`src/rtl/mdr_pkg.sv`:
```
package mdr_pkg;

    localparam int DW = 8;

    typedef struct packed {
        logic [DW-1:0] data;
        logic          tag;
        logic          ferr;
    } mdr_entry_t;

    typedef enum logic [2:0] {
        S_IDLE,
        S_START,
        S_DATA,
        S_TAG,
        S_STOP,
        S_HOLD
    } mdr_state_t;

    function automatic logic [3:0] nbits_of(input logic [1:0] sel);
        return 4'd5 + {2'b00, sel};
    endfunction

    function automatic logic [DW-1:0] justify(input logic [DW-1:0] sh, input logic [3:0] n);
        return sh >> (4'(DW) - n);
    endfunction

endpackage

```
`src/rtl/mdr_sync.sv`:
```
module mdr_sync (
    input  logic clk,
    input  logic rst,
    input  logic din,
    output logic dout
);
    logic s1;

    always_ff @(posedge clk) begin
        if (rst) begin
            s1   <= 1'b1;
            dout <= 1'b1;
        end else begin
            s1   <= din;
            dout <= s1;
        end
    end
endmodule

```
`src/rtl/mdr_frame_rx.sv`:
```
module mdr_frame_rx
    import mdr_pkg::*;
#(
    parameter int OVS = 16
) (
    input  logic       clk,
    input  logic       rst,
    input  logic       tick,
    input  logic       rx_s,
    input  logic [1:0] cfg_sel,
    input  logic       cfg_two,
    output logic       done,
    output mdr_entry_t ent,
    output logic       brk
);
    localparam int CW = $clog2(OVS);
    localparam logic [CW-1:0] HALF_C = CW'(OVS / 2 - 1);
    localparam logic [CW-1:0] LAST_C = CW'(OVS - 1);

    mdr_state_t    st;
    logic [CW-1:0] cnt;
    logic [3:0]    nb;
    logic [3:0]    idx;
    logic          two;
    logic [DW-1:0] sh;
    logic          tag_r;
    logic          allz;
    logic          bad;
    logic          mid;

    assign mid = tick && (cnt == LAST_C);

    always_ff @(posedge clk) begin
        if (rst) begin
            st    <= S_IDLE;
            cnt   <= '0;
            nb    <= 4'd8;
            idx   <= '0;
            two   <= 1'b0;
            sh    <= '0;
            tag_r <= 1'b0;
            allz  <= 1'b0;
            bad   <= 1'b0;
            done  <= 1'b0;
            ent   <= '0;
            brk   <= 1'b0;
        end else begin
            done <= 1'b0;
            if (tick && st != S_IDLE && st != S_HOLD && st != S_START)
                cnt <= cnt + 1'b1;
            case (st)
                S_IDLE: begin
                    if (tick && !rx_s) begin
                        st   <= S_START;
                        cnt  <= '0;
                        nb   <= nbits_of(cfg_sel);
                        two  <= cfg_two;
                        sh   <= '0;
                        allz <= 1'b1;
                        bad  <= 1'b0;
                        idx  <= '0;
                    end
                end
                S_START: begin
                    if (tick) begin
                        if (cnt == HALF_C) begin
                            cnt <= '0;
                            st  <= rx_s ? S_IDLE : S_DATA;
                        end else begin
                            cnt <= cnt + 1'b1;
                        end
                    end
                end
                S_DATA: begin
                    if (mid) begin
                        sh <= {rx_s, sh[DW-1:1]};
                        if (rx_s) allz <= 1'b0;
                        if (idx == nb - 4'd1) begin
                            idx <= '0;
                            st  <= S_TAG;
                        end else begin
                            idx <= idx + 4'd1;
                        end
                    end
                end
                S_TAG: begin
                    if (mid) begin
                        tag_r <= rx_s;
                        if (rx_s) allz <= 1'b0;
                        st <= S_STOP;
                    end
                end
                S_STOP: begin
                    if (mid) begin
                        if (two && idx == 4'd0) begin
                            idx <= 4'd1;
                            if (!rx_s) bad <= 1'b1;
                            if (rx_s) allz <= 1'b0;
                        end else begin
                            done     <= 1'b1;
                            ent.data <= justify(sh, nb);
                            ent.tag  <= tag_r;
                            ent.ferr <= bad | ~rx_s;
                            brk      <= allz & ~rx_s;
                            st       <= rx_s ? S_IDLE : S_HOLD;
                        end
                    end
                end
                S_HOLD: begin
                    if (rx_s) begin
                        brk <= 1'b0;
                        st  <= S_IDLE;
                    end
                end
                default: st <= S_IDLE;
            endcase
        end
    end
endmodule

```
`src/rtl/mdr_fifo.sv`:
```
module mdr_fifo
    import mdr_pkg::*;
#(
    parameter int DEPTH = 4
) (
    input  logic       clk,
    input  logic       rst,
    input  logic       wr,
    input  mdr_entry_t din,
    input  logic       rd,
    output mdr_entry_t dout,
    output logic       empty,
    output logic       full
);
    localparam int AW = $clog2(DEPTH);

    mdr_entry_t        mem [DEPTH];
    logic [AW-1:0]     wp;
    logic [AW-1:0]     rp;
    logic [AW:0]       cnt;
    logic              do_wr;
    logic              do_rd;

    assign empty = (cnt == '0);
    assign full  = (cnt == (AW+1)'(DEPTH));
    assign do_wr = wr && !full;
    assign do_rd = rd && !empty;
    assign dout  = mem[rp];

    always_ff @(posedge clk) begin
        if (do_wr) mem[wp] <= din;
    end

    always_ff @(posedge clk) begin
        if (rst) begin
            wp  <= '0;
            rp  <= '0;
            cnt <= '0;
        end else begin
            if (do_wr) wp <= wp + 1'b1;
            if (do_rd) rp <= rp + 1'b1;
            case ({do_wr, do_rd})
                2'b10:   cnt <= cnt + 1'b1;
                2'b01:   cnt <= cnt - 1'b1;
                default: cnt <= cnt;
            endcase
        end
    end
endmodule

```
`src/rtl/mdr_rx.sv`:
```
module mdr_rx
    import mdr_pkg::*;
#(
    parameter int OVS   = 16,
    parameter int DEPTH = 4
) (
    input  logic          clk,
    input  logic          rst,
    input  logic          tick,
    input  logic          rxd,
    input  logic          rx_en,
    input  logic [1:0]    len_sel,
    input  logic          two_stop,
    input  logic          rd,
    input  logic          clr_err,
    output logic          rx_ready,
    output logic [DW-1:0] rd_data,
    output logic          rd_tag,
    output logic          rd_ferr,
    output logic          overrun,
    output logic          brk
);
    logic       rx_s;
    logic       frm_done;
    mdr_entry_t frm_ent;
    mdr_entry_t head;
    logic       q_empty;
    logic       q_full;
    logic       keep;

    mdr_sync u_sync (
        .clk  (clk),
        .rst  (rst),
        .din  (rxd),
        .dout (rx_s)
    );

    mdr_frame_rx #(.OVS(OVS)) u_frame (
        .clk     (clk),
        .rst     (rst),
        .tick    (tick),
        .rx_s    (rx_s),
        .cfg_sel (len_sel),
        .cfg_two (two_stop),
        .done    (frm_done),
        .ent     (frm_ent),
        .brk     (brk)
    );

    assign keep = frm_done && (rx_en || frm_ent.tag);

    mdr_fifo #(.DEPTH(DEPTH)) u_fifo (
        .clk   (clk),
        .rst   (rst),
        .wr    (keep),
        .din   (frm_ent),
        .rd    (rd),
        .dout  (head),
        .empty (q_empty),
        .full  (q_full)
    );

    always_ff @(posedge clk) begin
        if (rst)                 overrun <= 1'b0;
        else if (keep && q_full) overrun <= 1'b1;
        else if (clr_err)        overrun <= 1'b0;
    end

    assign rx_ready = !q_empty;
    assign rd_data  = head.data;
    assign rd_tag   = head.tag;
    assign rd_ferr  = head.ferr;
endmodule

```
`config.mk`:
```
export PLATFORM = sky130hd
export DESIGN_NAME = mdr_rx
export DESIGN_NICKNAME = d
export VERILOG_FILES = /design/src/rtl/mdr_pkg.sv /design/src/rtl/mdr_sync.sv /design/src/rtl/mdr_frame_rx.sv /design/src/rtl/mdr_fifo.sv /design/src/rtl/mdr_rx.sv
export SDC_FILE = /design/constraint.sdc
export NUM_CORES = 1
export LEC_CHECK = 0
export ABC_AREA = 1
export BUFFER_PORTS_ARGS = -buffer_cell sky130_fd_sc_hd__buf_2
export CORE_MARGIN = 2
export CORE_UTILIZATION = 50
export DETAILED_ROUTE_END_ITERATION = 8
export GPL_ROUTABILITY_DRIVEN = 0
export HOLD_SLACK_MARGIN = 0.08
export PLACE_DENSITY = 0.75
export SLEW_MARGIN = 10
export SYNTH_ARGS = -nofsm -noshare
export SYNTH_HDL_FRONTEND = slang
export SYNTH_HIERARCHICAL = 1
export SYNTH_SLANG_ARGS = --single-unit
```
`constraint.sdc`:
```
create_clock -name clk -period 3.1 [get_ports clk]
set_input_delay 0.62 -clock clk [delete_from_list [all_inputs] [get_ports clk]]
set_output_delay 0.62 -clock clk [all_outputs]
set_load 0.005 [all_outputs]
```
Yosys cells after proc, flatten, opt, wreduce, memory -nomap -nowiden

Memory sizes are Yosys's and may differ from the RTL's. A register that Yosys moved wholly into a read port is not among the register bits.
Cells that the tools add are included.

Add/sub/neg operators: 9
Eq/ne operators: 25
Shift operators: 1
Muxes and demuxes: 49
Bitwise gates (word level): 6
Reduce and logical (&&, ||, !) cells: 36

Operator list:

| kind                                                                     | number |
|---|---|
| 4-bit two-way mux                                                        | 9 |
| 3-bit two-way mux                                                        | 10 |
| 3-bit case mux with 6 select lines                                       | 1 |
| 1-bit two-way mux                                                        | 17 |
| 8-bit two-way mux                                                        | 2 |
| 2-bit by 1-bit inequality test with 1-bit output (second input constant) | 8 |
| 8-bit case mux with 2 select lines                                       | 1 |
| 5-bit AND reduction                                                      | 3 |
| 4-bit case mux with 3 select lines                                       | 1 |
| 1-bit logical AND                                                        | 10 |
| 2-bit nonzero test                                                       | 5 |
| 3-bit == test (second input constant)                                    | 3 |
| 9-bit AND reduction                                                      | 1 |
| 3-bit nonzero test                                                       | 3 |
| 4-bit by 1-bit adder with 4-bit output (second input constant)           | 2 |
| 2-bit inequality test (second input constant)                            | 4 |
| 4-bit case mux with 2 select lines                                       | 1 |
| 8-bit by 4-bit right shift with 8-bit output                             | 1 |
| 3-bit by 2-bit == test with 1-bit output (second input constant)         | 2 |
| 3-bit zero test                                                          | 2 |
| 2-bit two-way mux                                                        | 3 |
| 3-bit case mux with 2 select lines                                       | 1 |
| 3-bit AND reduction                                                      | 2 |
| 2-bit by 1-bit adder with 2-bit output (second input constant)           | 2 |
| 25 further kinds                                                         | 32 |

Bits in registers: 49
Bits in writable memories: 40
Input bits: 10
Output and inout port bits: 13
Word-level logic and storage cells: 147
Memories kept: 1

Memories:

| name       | depth | bits a word | rd ports | clocked after Yosys merged registers in | write ports | line           | source |
|---|---|---|---|---|---|---|---|
| u_fifo.mem | 4     | 10          | 1        | 1                                       | 1           | mdr_fifo.sv:17 | `mdr_entry_t mem [DEPTH];` |

Longest topological paths before layout

Depth in word-level cells: 7
Depth in mapped cells: 13
Depth with buffers taken out: 13

Modules after synthesis

Netlist, hierarchy kept.

By module, submodules not included:

| module       | times used | cells each | area an instance (µm²) | sequential area each (µm²) |
|---|---|---|---|---|
| mdr_frame_rx | 1          | 346        | 2307.2                 | 780.7 |
| mdr_fifo     | 1          | 167        | 1983.2                 | 1381.3 |
| mdr_rx       | 1          | 10         | 68.8                   | 20.0 |
| mdr_sync     | 1          | 7          | 58.8                   | 40.0 |

Worst setup path before layout

Ideal clock, no wire load.

Path type: register to register
Start: register u_frame.nb[0]
End: register u_frame.idx[1]
Library setup time: 0.116 ns
Data arrival time: 1.825 ns
Required time: 2.984 ns
Setup slack: 1.159 ns
Stages on the path, launching flop included: 14
Buffers on the path: 2
Clock period less this slack: 1.941 ns
Path through: dfxtp_1 -> inv_1 -> buf_2 -> ha_1 -> buf_2 -> inv_1 -> nand2_1 -> nand2_1 -> nor2_1 -> nand3_1 -> nor2_1 -> nor2_1 -> o21ai_2 -> nor2_1

Word-level cells in the longest chain between the ends: 5

Ends and longest elaborated chain:

| item                                        | line               | source |
|---|---|---|
| start, declared                             | mdr_frame_rx.sv:22 | `logic [3:0] nb;` |
| start signal, assigned                      | mdr_frame_rx.sv:56 | `nb <= nbits_of(cfg_sel);` |
| 4-bit by 1-bit subtractor with 4-bit output | mdr_frame_rx.sv:78 | `if (idx == nb - 4'd1) begin` |
| 4-bit == test                               | mdr_frame_rx.sv:78 |  |
| 4-bit two-way mux                           | mdr_frame_rx.sv:78 |  |
| 4-bit two-way mux                           | mdr_frame_rx.sv:75 | `if (mid) begin` |
| 4-bit case mux with 3 select lines          | mdr_frame_rx.sv:51 | `case (st)` |
| end signal, assigned                        | mdr_frame_rx.sv:82 | `idx <= idx + 4'd1;` |
| end, declared                               | mdr_frame_rx.sv:23 | `logic [3:0] idx;` |

No other way between the ends. The select of a mux whose other input is x is not followed.
A chain may end at the register's enable or synchronous reset.

==> flow_summary.json <==
{
  "tightest_slew_ns": 0.5816,
  "whs_endpoint": "u_sync/dout",
  "reg2reg_to": "u_frame/st[0]",
  "status": "complete, no violations",
  "maxCapViolations": 0,
  "final_common_cell": "nand2_1",
  "fillers": 782,
  "worstRegToRegCells": 10,
  "cts_buffer_depth": 2,
  "highest_layer": "met4",
  "clk_pin_slew_worst_paths_ns": 0.10,
  "ctsResizeCount": 0,
  "wl_met3_um": 340,
  "ff2ff_setup_slack_ns": 0.80,
  "dr.first_iter.drc_count": 175,
  "design_area_um2": 4858,
  "maxSlewViolCount": 0,
  "grt_pass1_vias": 3394,
  "whs_path_depth": 2,
  "cts_htree_levels": 3,
  "firstDrtPassIters": 7,
  "grt_pass1_wl_mm": 15.08,
  "start_util_pct": 51.16,
  "synth_seq_cells": 91,
  "p_per_area_nw_per_um2": 593.4,
  "netlist_instances": 530,
  "hold_start": "u_sync/s1",
  "yosysWarningCount": 6,
  "wl_met2_mm": 4.325,
  "clkPwrFrac_pct": 30.1,
  "p_int_uw": 1915,
  "setup_viol": 0,
  "worst_setup_path_start_kind": "flip-flop",
  "crit_required_ns": 2.48,
  "syn_area_um2": 4418,
  "crit_arrival_ns": 1.79,
  "yosysUniqueCellTypes": 36,
  "grt_overflow_total": 0,
  "cts_buffers": 9,
  "drc": 0,
  "clock.fmax_mhz": 414.8,
  "seq_area_frac_synth_pct": 50.30,
  "wl_mm": 8.862,
  "sw_frac_of_total_pct": 33.56,
  "drive_gt1_share_pct": 16.25,
  "clock_sinks": 91,
  "avgRoutedWirePerCell_um": 13.27,
  "rsz0062_at_grt": "no",
  "path_max_fanout": 21,
  "dr_total_vias": 3556,
  "hold_viol_final": 0,
  "ir_drop_v": 0.0003154,
  "fin_tns_setup_ns": 0,
  "nets": 577,
  "clock_latency_ns": 0.37,
  "total_switching_power_uw": 967.6,
  "cts_tree": "yes",
  "dieHeight_um": 98,
  "p_leak_uw": 0.002122,
  "core_um2": 8636,
  "cts-root-buf": "clkbuf_8",
  "reg2reg_from": "u_frame/nb[0]",
  "place_area_um2": 4639,
  "avgSynthCellArea_um2": 8.336,
  "p_comb_share_pct": 23.0,
  "antenna_cells": 0,
  "io_pins": 23,
  "clock_skew_ns": 0.01042,
  "criticalPathCategory": "reg -> out",
  "wl_met1_mm": 4.011,
  "layout_common_cells": "nand2_1, nor2_1, inv_1",
  "dieWidth_um": 98,
  "seqPwrFrac_pct": 47.0,
  "hp-class": "reg -> reg",
  "cp-end-kind": "primary output",
  "min_period_ns": 2.411,
  "total_power_uw": 2883,
  "syn_nets": 552,
  "area_growth_pct": 9.969,
  "dieArea_um2": 9604,
  "hold_slack_ns": 0.4253,
  "post-route-period-util_pct": 77.78,
  "cts_setup_buffers": 0,
  "port-buffer-count": 22,
  "grtUsageTotal_pct": 18.94,
  "antenna_found_initial": 0,
  "antenna_violating_nets_post_route": 0,
  "viasPerCell": 5.323,
  "num_rows": 34,
  "hold_buffers": 0,
  "grt_start_max_net_pins": 33,
  "slew_headroom_pct": 61.10,
  "dp_hpwl_mm": 6.217
}
[state kept, by name (all words and copies together) (netlist names), 2 cells and up, named ones only]
signal and flops:
u_fifo/cnt 3, u_fifo/mem 40, u_fifo/rp 2, u_fifo/wp 2, u_frame/cnt 4, u_frame/ent 10
u_frame/idx 4, u_frame/nb 4, u_frame/sh 8, u_frame/st 3
[worst max-delay path by stage]
stage	to	slack, ns	cells past startpoint
finish	rd_data[1]	0.69	5
CTS	rd_data[1]	0.64	5
detailed placement	u_frame/st[0]	0.86	10
floorplan	u_frame/idx[1]	1.16	13
global route	u_frame/idx[3]	0.56	11
global placement	u_frame/idx[3]	1.03	11
[synthesized netlist by cell type (all sizes together)]
master	instances	share of area [%]
xor2	2	0.40
nand2	111	10
a311oi	1	0.20
clkbuf	7	0.62
ha	11	3.1
nand3	37	4.3
nand3b	1	0.17
nor2	71	7.7
dfxtp	51	23
nand4	4	0.57
o211ai	6	1.0
a21oi	39	4.5
nor3	3	0.34
buf	7	0.93
o21bai	1	0.17
o21ai	56	6.9
inv	64	5.5
fa	1	0.45
edfxtp	40	27
or2	4	0.57
o21a	2	0.34
o22ai	11	1.6
[worst max-delay path: stages (launching register included)]
cell     delay [ns]
dfxtp_1        0.31
buf_4          0.19
inv_1          0.42
o21ai_0        0.19
o22ai_1        0.17
buf_2          0.14
[power by group through the flow]
stage | clock network [uW] | registers [uW] | logic [uW]
global route | 937 | 1360 | 760
detailed placement | 0 | 1380 | 658
floorplan | 0 | 1360 | 526
global placement | 0 | 1380 | 634
finish | 867 | 1350 | 662
CTS | 889 | 1350 | 662
[cells by family (layout without fill, tap and decap cells)]
kind of cell | Yosys count | in the layout | synth area share, %
AO/OA/AOI/OAI | 116 | 116 | 14.64
buffers and inverters | 78 | 108 | 7.052
adder cells (fa/ha/maj) | 12 | 12 | 3.568
AND/OR/NAND/NOR | 231 | 231 | 24.04
XOR/XNOR | 2 | 2 | 0.3966
flip-flops | 91 | 91 | 50.30
[metrics by stage]
step / cells / setup slack, ns / utilization [%]
floorplan: 530 / 1.159 / -
CTS: 668 / 0.6419 / 56.26
finish: 668 / 0.6889 / 56.26
global route: 668 / 0.5601 / 56.26
detailed placement: 652 / 0.8588 / 53.72
global placement: 652 / 1.029 / 53.72
[area by class of cell]
type	instances	area, um2	share of cell area (%)
tap	108	135.1	2.781
multi-input combinational	361	1884	38.78
inverter	64	242.7	4.996
sequential	91	2222	45.74
clock inverter	7	95.09	1.957
clock buffer	9	123.9	2.550
timing repair buffer	28	155.1	3.193
[metal layers]
layer  up-vias  GRT usage, %
met5         -             0
met4         0         7.265
met3        20         2.434
met2        89         33.25
met1      1627         23.81
li1       1820             -
Note: power is estimated with default switching activity, not from simulation.
